`src/rtl/loop_msg_pkg.sv`:
```
package loop_msg_pkg;

   // Width of one character slot in the table.
   localparam int CHAR_W = 8;

   // Text placed at the start of the table; remaining slots are filler.
   localparam int TXT_LEN = 22;
   localparam logic [CHAR_W*TXT_LEN-1:0] TXT = "keep it high when idle";

   // Filler value: all ones keeps the line high.
   localparam logic [CHAR_W-1:0] FILL_BYTE = '1;

   // Table content for a slot index; slot 0 is the leftmost character.
   function automatic logic [CHAR_W-1:0] table_byte(input int idx);
      if (idx < TXT_LEN)
         return TXT[CHAR_W*(TXT_LEN-1-idx) +: CHAR_W];
      return FILL_BYTE;
   endfunction

endpackage

```
`src/rtl/loop_msg_cnt.sv`:
```
module loop_msg_cnt #(
   parameter int BITS_PER_BYTE = 8,
   parameter int NUM_BYTES     = 32,
   parameter int BIT_W         = (BITS_PER_BYTE > 1) ? $clog2(BITS_PER_BYTE) : 1,
   parameter int IDX_W         = (NUM_BYTES > 1) ? $clog2(NUM_BYTES) : 1
) (
   input  logic             clk,
   input  logic             rst,
   output logic [BIT_W-1:0] bit_cnt,
   output logic [IDX_W-1:0] byte_idx
);

   localparam logic [BIT_W-1:0] LAST_BIT  = BIT_W'(BITS_PER_BYTE - 1);
   localparam logic [IDX_W-1:0] LAST_BYTE = IDX_W'(NUM_BYTES - 1);

   initial begin
      assert (BITS_PER_BYTE >= 2) else $error("loop_msg_cnt: BITS_PER_BYTE must be at least 2");
      assert (NUM_BYTES >= 2)     else $error("loop_msg_cnt: NUM_BYTES must be at least 2");
   end

   logic             last_bit;
   logic             last_byte;
   logic [BIT_W-1:0] bit_nxt;
   logic [IDX_W-1:0] byte_nxt;

   assign last_bit  = (bit_cnt == LAST_BIT);
   assign last_byte = (byte_idx == LAST_BYTE);

   // Bit counter: a power-of-two byte width wraps by itself.
   generate
      if (BITS_PER_BYTE == (1 << BIT_W)) begin : g_bit_pow2
         assign bit_nxt = bit_cnt + 1'b1;
      end else begin : g_bit_cmp
         assign bit_nxt = last_bit ? '0 : bit_cnt + 1'b1;
      end
   endgenerate

   // Byte index: moves once per byte, with the same wrap variants.
   generate
      if (NUM_BYTES == (1 << IDX_W)) begin : g_idx_pow2
         assign byte_nxt = last_bit ? byte_idx + 1'b1 : byte_idx;
      end else begin : g_idx_cmp
         assign byte_nxt = last_bit ? (last_byte ? '0 : byte_idx + 1'b1) : byte_idx;
      end
   endgenerate

   always_ff @(posedge clk) begin
      if (rst) begin
         bit_cnt  <= '0;
         byte_idx <= '0;
      end else begin
         bit_cnt  <= bit_nxt;
         byte_idx <= byte_nxt;
      end
   end


   byte_wrap_chk: assert property (@(posedge clk) disable iff (rst)
      (bit_cnt == LAST_BIT && byte_idx == LAST_BYTE) |=> (byte_idx == '0 && bit_cnt == '0));


   bit_step_chk: assert property (@(posedge clk) disable iff (rst)
      (bit_cnt != LAST_BIT) |=> ($stable(byte_idx) && bit_cnt == $past(bit_cnt) + 1'b1));

endmodule

```
`src/rtl/loop_msg_rom.sv`:
```
module loop_msg_rom #(
   parameter int NUM_BYTES = 32,
   parameter int IDX_W     = 5
) (
   input  logic [IDX_W-1:0]                    idx,
   output logic [loop_msg_pkg::CHAR_W-1:0]     byte_val
);

   localparam int W = loop_msg_pkg::CHAR_W;

   initial begin
      assert (loop_msg_pkg::TXT_LEN <= NUM_BYTES)
         else $error("loop_msg_rom: text does not fit in NUM_BYTES slots");
      assert ((1 << IDX_W) >= NUM_BYTES)
         else $error("loop_msg_rom: IDX_W too narrow for NUM_BYTES");
   end

   logic [W-1:0] slots [NUM_BYTES];

   // Constant table built from the package function.
   generate
      for (genvar i = 0; i < NUM_BYTES; i++) begin : g_slot
         assign slots[i] = loop_msg_pkg::table_byte(i);
      end
   endgenerate

   assign byte_val = slots[idx];

endmodule

```
`src/rtl/loop_msg_bitsel.sv`:
```
module loop_msg_bitsel #(
   parameter int BYTE_W    = 8,
   parameter int BIT_W     = 3,
   parameter bit MSB_FIRST = 1'b1
) (
   input  logic              clk,
   input  logic              rst,
   input  logic [BYTE_W-1:0] byte_val,
   input  logic [BIT_W-1:0]  bit_cnt,
   output logic              ser_out
);

   localparam logic [BIT_W-1:0] TOP_BIT = BIT_W'(BYTE_W - 1);

   initial begin
      assert ((1 << BIT_W) >= BYTE_W) else $error("loop_msg_bitsel: BIT_W too narrow");
   end

   logic bit_sel;

   // Bit order variant.
   generate
      if (MSB_FIRST) begin : g_msb
         assign bit_sel = byte_val[TOP_BIT - bit_cnt];
      end else begin : g_lsb
         assign bit_sel = byte_val[bit_cnt];
      end
   endgenerate

   // Registered output: idle high during reset.
   always_ff @(posedge clk) begin
      if (rst) ser_out <= 1'b1;
      else     ser_out <= bit_sel;
   end

endmodule

```
`src/rtl/loop_msg_tx.sv`:
```
module loop_msg_tx #(
   parameter int NUM_BYTES = 32,
   parameter bit MSB_FIRST = 1'b1
) (
   input  logic clk,
   input  logic rst,
   output logic ser_out
);

   localparam int BYTE_W  = loop_msg_pkg::CHAR_W;
   localparam int TXT_LEN = loop_msg_pkg::TXT_LEN;
   localparam int BIT_W   = $clog2(BYTE_W);
   localparam int IDX_W   = (NUM_BYTES > 1) ? $clog2(NUM_BYTES) : 1;
   localparam logic [BYTE_W-1:0] SLOT0 = loop_msg_pkg::table_byte(0);
   localparam logic FIRST_BIT = MSB_FIRST ? SLOT0[BYTE_W-1] : SLOT0[0];

   logic [BIT_W-1:0]  bit_cnt;
   logic [IDX_W-1:0]  byte_idx;
   logic [BYTE_W-1:0] byte_val;

   loop_msg_cnt #(
      .BITS_PER_BYTE (BYTE_W),
      .NUM_BYTES     (NUM_BYTES),
      .BIT_W         (BIT_W),
      .IDX_W         (IDX_W)
   ) u_cnt (
      .clk      (clk),
      .rst      (rst),
      .bit_cnt  (bit_cnt),
      .byte_idx (byte_idx)
   );

   loop_msg_rom #(
      .NUM_BYTES (NUM_BYTES),
      .IDX_W     (IDX_W)
   ) u_rom (
      .idx      (byte_idx),
      .byte_val (byte_val)
   );

   loop_msg_bitsel #(
      .BYTE_W    (BYTE_W),
      .BIT_W     (BIT_W),
      .MSB_FIRST (MSB_FIRST)
   ) u_sel (
      .clk      (clk),
      .rst      (rst),
      .byte_val (byte_val),
      .bit_cnt  (bit_cnt),
      .ser_out  (ser_out)
   );


   restart_chk: assert property (@(posedge clk) disable iff (rst)
      $fell(rst) |=> (ser_out == FIRST_BIT && bit_cnt == BIT_W'(1) && byte_idx == '0));


   fill_high_chk: assert property (@(posedge clk) disable iff (rst)
      (int'(byte_idx) >= TXT_LEN) |=> ser_out);


   generate
      if (MSB_FIRST) begin : g_msb_chk
         text_msb_chk: assert property (@(posedge clk) disable iff (rst)
            (int'(byte_idx) < TXT_LEN && bit_cnt == '0) |=> !ser_out);
      end
   endgenerate

endmodule

```
`config.mk`:
```
export PLATFORM = sky130hd
export DESIGN_NAME = loop_msg_tx
export DESIGN_NICKNAME = d
export VERILOG_FILES = /design/src/rtl/loop_msg_pkg.sv /design/src/rtl/loop_msg_cnt.sv /design/src/rtl/loop_msg_rom.sv /design/src/rtl/loop_msg_bitsel.sv /design/src/rtl/loop_msg_tx.sv
export SDC_FILE = /design/constraint.sdc
export NUM_CORES = 1
export LEC_CHECK = 0
export BUFFER_PORTS_ARGS = -buffer_cell sky130_fd_sc_hd__buf_2
export CAP_MARGIN = 20
export CORE_UTILIZATION = 53
export DETAILED_ROUTE_END_ITERATION = 6
export GPL_TIMING_DRIVEN = 0
export PLACE_DENSITY = 0.75
export SLEW_MARGIN = 15
export SYNTH_ARGS = -nofsm -noshare
export SYNTH_HDL_FRONTEND = slang
export SYNTH_HIERARCHICAL = 1
export SYNTH_SLANG_ARGS = --single-unit
```
`constraint.sdc`:
```
create_clock -name clk -period 2 [get_ports clk]
set_clock_uncertainty 0.1 [all_clocks]
set_input_delay 0.4 -clock clk [delete_from_list [all_inputs] [get_ports clk]]
set_output_delay 0.4 -clock clk [all_outputs]
set_load 0.1 [all_outputs]
```
==> results of run 1 <==
cell usage in the layout (no fill, tap or decap), drive strengths merged, types with 3 or more instances in the layout:
master	n
a21oi	4
buf	11
clkbuf	5
dfxtp	9
ha	10
mux2	3
mux2i	10
nand2	3
nor2	6
nor2b	5
worst max path at each step:
stage / endpoint / slack (ns)
final: u_sel/ser_out$_SDFF_PP1_ / -0.05
after global placement: u_sel/ser_out$_SDFF_PP1_ / -0.13
after global routing: u_sel/ser_out$_SDFF_PP1_ / -0.13
after CTS: u_sel/ser_out$_SDFF_PP1_ / -0.01
after floorplan: u_sel/ser_out$_SDFF_PP1_ / 0.007
after detailed placement: u_sel/ser_out$_SDFF_PP1_ / -0.19
stage by stage:
stage               setup WS, ns  area [um2]
finish                   -0.0469         905
floorplan                0.00682         797
global route              -0.127         905
CTS                     -0.00970         901
detailed placement        -0.191         826
global placement          -0.125         826
cells by family after synthesis:
kind of cell | synth area share
flops | 0.227
buf+inv | 0.0806
xor+xnor | 0.0111
fa+ha+maj | 0.158
other cells | 0.00473
simple gates | 0.177
mux | 0.207
compound gates | 0.134
cell type report:
cell class / count / area (um2)
repair buffers: 5 / 32.5
well taps: 15 / 18.8
clock buffers: 4 / 26.3
multi-input cells: 65 / 572
inverters: 3 / 15.0
flip-flops and latches: 9 / 188
fillers: 123 / 445
plain buffers: 7 / 52.6
power groups by stage:
| stage | Combinational (W) | Clock [W] | Sequential [W] |
|---|---|---|---|
| 2_1_floorplan | 0.0000268 | 0 | 0.000213 |
| 3_3_place_gp | 0.0000524 | 0 | 0.000194 |
| 3_5_place_dp | 0.0000538 | 0 | 0.000195 |
| 4_1_cts | 0.0000557 | 0.000141 | 0.000190 |
| 5_1_grt | 0.0000605 | 0.000152 | 0.000190 |
| 6_report | 0.0000553 | 0.000136 | 0.000190 |
worst register-to-register path, delay by kind of cell (launching register included):
kind,cells,cell delay [ns]
mux,4,0.89
flops,1,0.36
fa+ha+maj,1,0.29
compound gates,1,0.14
simple gates,1,0.09
buf+inv,1,0.12
routing by layer:
layer  vias to the layer above  wire [um]  global-route usage
li1                        317          -                   -
met1                       288        701               0.215
met2                         5        780               0.389
met3                         4         25              0.0489
met4                         0         27               0.100
met5                         -          0                   0
what timing repair did:
action                     4_1_cts  5_1_grt
hold endpoints to repair         0        0
resized for setup                6        1
setup endpoints to repair        1        1
setup buffers                    3        0
pin swaps                        3        0
sequential cells by signal, indices dropped and copies added, names as in the netlist:
name            flops
u_sel/ser_out       1
u_cnt/bit_cnt       3
u_cnt/byte_idx      5
==> impl_metrics.ini, run 1 <==
[worst_setup_path]
reg2reg_depth = 8
crit_fanout = 3
crit_buf_inv = 1
slowest_stage = mux4_2
cp-end-kind = flop
crit_start = u_cnt/byte_idx[0]$_SDFFE_PP0N_
path_cells = clkinvlp_4 > ha_4 > mux2i_1 > mux2_4 > a22oi_2 > mux2i_1 > mux4_2 > nand2b_1
rr_startpoint = u_cnt/byte_idx[0]$_SDFFE_PP0N_
timing.rr.end = u_sel/ser_out$_SDFF_PP1_
cp.depth = 8
cp-start-kind = flop
cp.required_ns = 2.10
reg2reg_setup_slack_ns = -0.05
cp_slowest_stage_delay_ns = 0.44
crit_family = multiplexers
critical_path_class = flop to flop
crit_arrival_ns = 2.15
cp_common_cell = mux2i_1

[timing]
worst_slack_ns = -0.0469
layout_min_cycle_time_ns = 2.05
whs_ns = 0.254
setup-tns-final_ns = -0.0469
setup_viol = 1
max_freq_mhz = 489
drv_slew = 0
hold_viol_final = 0
fin_crit_sh = 1.02
rsz0062_at_grt = yes

[die]
num_io_pins = 3
dieArea_um2 = 1650
fp.dieH_um = 40.7
core_um2 = 1350
die_w_um = 40.7
rows = 13
initial_core_util = 0.587

[clock_network]
clock_latency_ns = 0.26
cts_tree = yes
cts.sinks = 9
root_buffer = clkbuf_4
cts.clk_slew.worst_paths_ns = 0.06
cts-buffers-inserted = 3
htree_levels = 1
clockBufferDepth = 2
ctsHoldBuffers = 0

[final_layout]
final_util = 0.670
fin_nets = 106
fin_cells = 108
diodes = 0
syn_to_final_growth_pct = 14.2
layout-drive-gt1-share = 0.323

[power_and_ir_drop]
combPwrFrac = 0.145
p_seq_frac = 0.498
power_w = 0.000380
p_leak_nw = 0.398
p_clk_frac = 0.356
peakVddDrop_v = 0.000305
p_sw_frac = 0.257
power_switching_w = 0.0000979
p_int_w = 0.000282
power_density_nw_per_um2 = 420

[synthesis]
syn-num-nets = 96
avgSynthCellArea_um2 = 9.43
synth_area_leaders = dfxtp_1, ha_1, mux2i_1
synthFlopType = dfxtp_1
ys_types = 35
synth_top_area_share = 0.227
synth_top_cell_by_area = dfxtp_1
synth_edf_count = 0
ys_warn_count = 6
netlist_area_um2 = 792
ys_top_cells_by_count = ha_1, mux2i_1, dfxtp_1, nor2_1, nor2b_1
ys_seq_elements = 9
synthArstFlopShare = 0
ys_seq_area_frac = 0.227
syn_inst = 84

[min_path]
hold_path_class = input port to flop
hold_depth = 2
hold_start = rst
min_to = u_sel/ser_out$_SDFF_PP1_

[drt]
wl_per_cell_um = 14.2
via_per_inst = 5.69
vias = 614
dr.pass1.iters = 4
drcViolationCount = 0
drtIter0Drc = 4
antenna_left = 0
routed_wl_mm = 1.54

[placed_design]
globalplace.congestion = 0.679
numPlacedInstances = 101
port_buffers = 2
hpwl_mm = 1.04

[run]
maxCapViolCount = 0

[grt]
grt_max_degree = 11
grt_pass1_vias = 515
groute.usage.overall = 0.208
antenna_found_initial = 0
overflow = 0
grt_pass1_wl_mm = 2.10

[status]
violations = negative setup slack
run_status = finished, violations left
Power figures use the tool's default switching activity.
==> inputs of run 2 (changes only) <==
--- a/config.mk
+++ b/config.mk
@@ -5,6 +5,7 @@
 export SDC_FILE = /design/constraint.sdc
 export NUM_CORES = 1
 export LEC_CHECK = 0
+export ABC_AREA = 1
 export BUFFER_PORTS_ARGS = -buffer_cell sky130_fd_sc_hd__buf_2
 export CAP_MARGIN = 20
 export CORE_UTILIZATION = 53
==> run 2 against run 1 <==
Critical endpoint unchanged. Clock power up 3%. Flip-flop and latch count unchanged. Synthesized cell count up 51%. The run now ends clean. Area after synthesis unchanged. First-iteration DRC count rose to 4.3 times the previous value. Via count increased by 19%. Routed wire length down 1.2%. Worst hold slack improved by 0.0051 ns. Design area down 6.2%.
==> impl_metrics.ini, run 2 <==
[status]
run_status = finished clean

[clock_network]
root_buffer = clkbuf_4
htree_levels = 1
clock_latency_ns = 0.25
ctsHoldBuffers = 0
cts_tree = yes
cts-buffers-inserted = 3
clockBufferDepth = 2
cts.sinks = 9
cts.clk_slew.worst_paths_ns = 0.06

[final_layout]
syn_to_final_growth_pct = 7.11
fin_nets = 146
layout-drive-gt1-share = 0.135
layout_common_cells = nand2_1, nand3_1, inv_1, ha_1
design_area_um2 = 848
diodes = 0
largest_register = u_cnt/byte_idx
multi_input_comb_area_um2 = 522
reg.largest.list = u_cnt/byte_idx: 5 flops, u_cnt/bit_cnt: 3 flops, u_sel/ser_out: 1 flops
fin_cells = 148
final_util = 0.628
largest_reg_flops = 5
register_area_um2 = 181
nFillCells = 123
final_common_cell = nand2_1

[drt]
drtIter0Drc = 17
dr.pass1.iters = 4
wl_per_cell_um = 10.3
antenna_left = 0
drcViolationCount = 0
routed_wl_mm = 1.52
via_per_inst = 4.93
vias = 729

[power_and_ir_drop]
power_density_nw_per_um2 = 462
peakVddDrop_v = 0.000339
p_leak_nw = 0.434
power_w = 0.000392

[worst_setup_path]
crit_fanout = 9
rr_startpoint = u_cnt/byte_idx[1]$_SDFFE_PP0N_
reg2reg_depth = 10
worstSetupEndpoint = u_sel/ser_out$_SDFF_PP1_
timing.rr.end = u_sel/ser_out$_SDFF_PP1_
crit_arrival_ns = 1.83
crit_start = u_cnt/byte_idx[1]$_SDFFE_PP0N_
cp-end-kind = flop
reg2reg_setup_slack_ns = 0.21
cp.required_ns = 2.04
cp-start-kind = flop
critical_path_class = flop to flop

[grt]
groute.usage.overall = 0.206
antenna_found_initial = 0
overflow = 0
grt_pass1_wl_mm = 2.28
grt_max_degree = 11
grt_pass1_vias = 598

[timing]
layout_min_cycle_time_ns = 1.79
setup-tns-final_ns = 0
hold_viol_final = 0
rsz0062_at_grt = no
setup_viol = 0
fin_crit_sh = 0.895
drv_slew = 0
max_freq_mhz = 559

[synthesis]
yosysMostFrequentCell = nand2_1
ys_top_cells_by_count = nand2_1, nand3_1, inv_1, ha_1, dfxtp_1
synthFlopType = dfxtp_1
syn-num-nets = 139
ys_types = 17
synth_top_area_share = 0.227
muxShareOfSynthArea = 0
synthArstFlopShare = 0
netlist_area_um2 = 792
synth_area_leaders = dfxtp_1, nand2_1, ha_1
synthXorXnorAreaFrac = 0
ys_seq_elements = 9
avgSynthCellArea_um2 = 6.24
syn_inst = 127
yosys.area_share.simple = 0.427
synth_top_cell_by_area = dfxtp_1
synth_edf_count = 0
ys_warn_count = 6
synth_top_family_by_area = simple AND/OR/NAND/NOR gates
synth-compound-area-share = 0.0695
ys_seq_area_frac = 0.227
synth_fa_ha_area_frac = 0.158

[placed_design]
port_buffers = 2
numPlacedInstances = 144
placed_cell_area_um2 = 821
globalplace.congestion = 0.899
hpwl_mm = 1.19

[die]
core_um2 = 1350
num_io_pins = 3
rows = 13
die_w_um = 40.7
dieArea_um2 = 1650
fp.dieH_um = 40.7
initial_core_util = 0.587

[run]
maxCapViolCount = 0

[min_path]
hold_depth = 2
hold_path_class = input port to flop
run 2: changes by cell type in the layout (fill, tap and decap cells not counted), moves of 3 or more:
cell / delta
nand3_1: +15
nor2_2: +3
inv_1: +14
mux2i_1: -10
nor2b_1: -5
o21ai_1: +3
nand2_1: +41
mux2_4: -3
run 2: final cells by class:
type                       count  share of cell area
multi-input combinational     97               0.615
inverter                      18              0.0796
sequential                     9               0.214
clock buffer                   4              0.0310
buffer                         3              0.0265
tap                           15              0.0221
timing repair buffer           2              0.0118
run 2: worst min path at each step:
stage | start | to
2_1_floorplan | u_cnt/byte_idx[2]$_SDFFE_PP0N_ | u_cnt/byte_idx[2]$_SDFFE_PP0N_
3_3_place_gp | u_cnt/byte_idx[2]$_SDFFE_PP0N_ | u_cnt/byte_idx[2]$_SDFFE_PP0N_
3_5_place_dp | u_cnt/byte_idx[2]$_SDFFE_PP0N_ | u_cnt/byte_idx[2]$_SDFFE_PP0N_
4_1_cts | rst | u_cnt/bit_cnt[1]$_SDFF_PP0_
5_1_grt | rst | u_cnt/bit_cnt[1]$_SDFF_PP0_
6_report | rst | u_cnt/bit_cnt[1]$_SDFF_PP0_
run 2: critical path, cell delays in order, from the launching register on:
cell and delay [ns]:
dfxtp_1 0.48, inv_1 0.16, ha_1 0.31, nand2_1 0.12
nand2_1 0.07, nand2_1 0.06, nand3_1 0.07, nand2_1 0.08
nand3_1 0.09, nand3_1 0.07, nand3_1 0.08
run 2: where the power goes:
group | total, W | switching [W] | leakage [nW] | internal [W]
sequential | 0.000195 | 0.00000755 | 0.0740 | 0.000187
clock | 0.000140 | 0.0000633 | 0.0150 | 0.0000769
combinational | 0.0000570 | 0.0000401 | 0.345 | 0.0000169
run 2: stage by stage:
stage,setup WS (ns),hold slack (ns)
after floorplan,0.347,0.365
after global placement,0.159,0.385
after detailed placement,0.116,0.389
after CTS,0.108,0.256
after global routing,0.0418,0.269
final,0.210,0.259
run 2: what timing repair did:
action | CTS | global route
buffers inserted | 0 | 0
setup endpoints to repair | 0 | 1
gates resized for setup | 0 | 1
run 2: cells by family (layout without fill, tap and decap cells):
family                   after synthesis  after routing
adder cells (fa/ha/maj)               10             10
buffers and inverters                 21             27
AND/OR/NAND/NOR                       75             75
AO/OA/AOI/OAI                         11             11
flip-flops                             9              9
other                                  1              1
run 2: metal layers:
metal	GRT usage	up-vias	routed length, um
li1	-	405	-
met1	0.251	313	731
met2	0.361	9	725
met3	0.0489	2	54
met4	0.0500	0	6
met5	0	-	0
==> inputs of run 3 (changes only) <==
--- a/config.mk
+++ b/config.mk
@@ -8,10 +8,10 @@
 export ABC_AREA = 1
 export BUFFER_PORTS_ARGS = -buffer_cell sky130_fd_sc_hd__buf_2
 export CAP_MARGIN = 20
-export CORE_UTILIZATION = 53
+export CORE_UTILIZATION = 55
 export DETAILED_ROUTE_END_ITERATION = 6
 export GPL_TIMING_DRIVEN = 0
-export PLACE_DENSITY = 0.75
+export PLACE_DENSITY = 0.74
 export SLEW_MARGIN = 15
 export SYNTH_ARGS = -nofsm -noshare
 export SYNTH_HDL_FRONTEND = slang
==> constraint.sdc (replaced) <==
create_clock -name clk -period 1.71 [get_ports clk]
set_clock_uncertainty 0.1 [all_clocks]
set_input_delay 0.342 -clock clk [delete_from_list [all_inputs] [get_ports clk]]
set_output_delay 0.342 -clock clk [all_outputs]
set_load 0.1 [all_outputs]
==> run 3 against run 2 <==
Cell count rose by 2.0%. Via count is 7.0% higher. Critical endpoint unchanged. Critical path type unchanged. Highest routed layer unchanged. Register-to-register slack got worse by 0.13 ns.
==> impl_metrics.ini, run 3 (synthesis gave the netlist of run 2 again) <==
[clock_network]
htree_levels = 1
cts-buffers-inserted = 3
root_buffer = clkbuf_4
cts_tree = yes
cts.sinks = 9
clock_latency_ns = 0.25
clockBufferDepth = 2
ctsHoldBuffers = 0
cts.clk_slew.worst_paths_ns = 0.06

[drt]
vias = 780
via_per_inst = 5.17
dr.pass1.iters = 4
antenna_left = 0
wl_per_cell_um = 10.6
drcViolationCount = 0
routed_wl_mm = 1.60
drtIter0Drc = 29

[timing]
worst_slack_ns = 0.0828
fin_crit_sh = 0.952
max_freq_mhz = 615
hold_viol_final = 0
setup_viol = 0
drv_slew = 0
layout_min_cycle_time_ns = 1.63

[placed_design]
numPlacedInstances = 144
globalplace.congestion = 0.814
hpwl_mm = 1.12
place_ws_ns = -0.149
port_buffers = 2

[worst_setup_path]
reg2reg_depth = 10
cp_slowest_stage_delay_ns = 0.35
cp.required_ns = 1.75
timing.rr.end = u_sel/ser_out$_SDFF_PP1_
path_cells = clkinvlp_4 > ha_1 > nand2_1 > nand2_1 > nand2_1 > nand3_1 > nand2_1 > nand3_1 > nand3_1 > nand3_1
rr_startpoint = u_cnt/byte_idx[0]$_SDFFE_PP0N_
cp-end-kind = flop
cp-start-kind = flop
crit_family = simple AND/OR/NAND/NOR gates
crit_buf_inv = 1
slowest_stage = dfxtp_4
reg2reg_setup_slack_ns = 0.08
critical_path_class = flop to flop
crit_arrival_ns = 1.67
crit_fanout = 5

[final_layout]
layout-drive-gt1-share = 0.169
syn_to_final_growth_pct = 11.2
nFillCells = 119
register_area_um2 = 188
diodes = 0
largest_register = u_cnt/byte_idx
fin_nets = 149
final_common_cell = nand2_1
multi_input_comb_area_um2 = 522
layout_common_cells = nand2_1, nand3_1, inv_1, ha_1, nor2_1
largest_reg_flops = 5
final_util = 0.669
fin_cells = 151
reg.largest.list = u_cnt/byte_idx: 5 flops, u_cnt/bit_cnt: 3 flops, u_sel/ser_out: 1 flops

[min_path]
hold_path_class = input port to flop
min_to = u_cnt/bit_cnt[0]$_SDFF_PP0_
hold_start = rst
hold_depth = 2

[power_and_ir_drop]
p_sw_frac = 0.266
p_leak_nw = 0.448
combPwrFrac = 0.152
p_seq_frac = 0.506
power_switching_w = 0.000118
p_clk_frac = 0.343
power_w = 0.000444
p_int_w = 0.000326
power_density_nw_per_um2 = 504
peakVddDrop_v = 0.000442

[grt]
grt_pass1_wl_mm = 2.21
grt_pass1_vias = 570
overflow = 0
groute.usage.overall = 0.205
grt_max_degree = 11
antenna_found_initial = 0

[die]
rows = 13
num_io_pins = 3
core_um2 = 1320
initial_core_util = 0.601
fp.dieH_um = 39.9
die_w_um = 39.9
dieArea_um2 = 1600

[status]
run_status = finished clean

[run]
maxCapViolCount = 0
## run 3: cell count changes in the layout (fill, tap and decap cells not counted), sizes merged
cell,change
inv,-1
buf,+3
clkinvlp,+1
## run 3: through the flow
stage	hold WS [ns]	TNS, ns	instance area (um2)
2_1_floorplan	0.309	0	792
3_3_place_gp	0.377	-0.113	821
3_5_place_dp	0.397	-0.149	821
4_1_cts	0.198	0	852
5_1_grt	0.206	-0.0580	881
6_report	0.206	0	881
## run 3: worst max path at each step
stage | slack [ns] | endpoint | from | cells past startpoint
after floorplan | 0.06 | u_sel/ser_out$_SDFF_PP1_ | u_cnt/byte_idx[0]$_SDFFE_PP0N_ | 10
after global placement | -0.11 | u_sel/ser_out$_SDFF_PP1_ | u_cnt/byte_idx[0]$_SDFFE_PP0N_ | 10
after detailed placement | -0.15 | u_sel/ser_out$_SDFF_PP1_ | u_cnt/byte_idx[0]$_SDFFE_PP0N_ | 10
after CTS | 0.05 | u_sel/ser_out$_SDFF_PP1_ | u_cnt/byte_idx[0]$_SDFFE_PP0N_ | 10
after global routing | -0.06 | u_sel/ser_out$_SDFF_PP1_ | u_cnt/byte_idx[0]$_SDFFE_PP0N_ | 10
final | 0.08 | u_sel/ser_out$_SDFF_PP1_ | u_cnt/byte_idx[0]$_SDFFE_PP0N_ | 10
## run 3: layout make-up
class                   count  share of cell area
repair buffers              5              0.0369
inverters                  18              0.0810
multi-input cells          97               0.592
clock buffers               4              0.0298
well taps                  15              0.0213
flip-flops and latches      9               0.213
plain buffers               3              0.0256
## run 3: power by group through the flow
stage | Sequential, W | Clock (W) | Combinational [W]
after global routing | 0.000226 | 0.000173 | 0.0000737
after floorplan | 0.000253 | 0 | 0.0000323
after detailed placement | 0.000233 | 0 | 0.0000654
after CTS | 0.000226 | 0.000162 | 0.0000656
after global placement | 0.000232 | 0 | 0.0000637
final | 0.000225 | 0.000152 | 0.0000673
## run 3: what timing repair did
item / CTS / global route
cloned: 0 / 0
setup endpoints to repair: 1 / 1
hold endpoints to repair: 0 / 0
resized for setup: 3 / 2
buffers inserted: 0 / 3
## run 3: routing by layer
metal,vias to the layer above,GRT usage,routed length [um]
met2,16,0.343,807
met3,2,0.0333,62
li1,418,-,-
met4,0,0.0776,6
met1,344,0.261,718
met5,-,0,0
## run 3: worst register-to-register path: stages, from the launching register on
cell	delay, ns
dfxtp_4	0.35
clkinvlp_4	0.12
ha_1	0.32
nand2_1	0.12
nand2_1	0.06
nand2_1	0.07
nand3_1	0.08
nand2_1	0.07
nand3_1	0.08
nand3_1	0.07
nand3_1	0.07
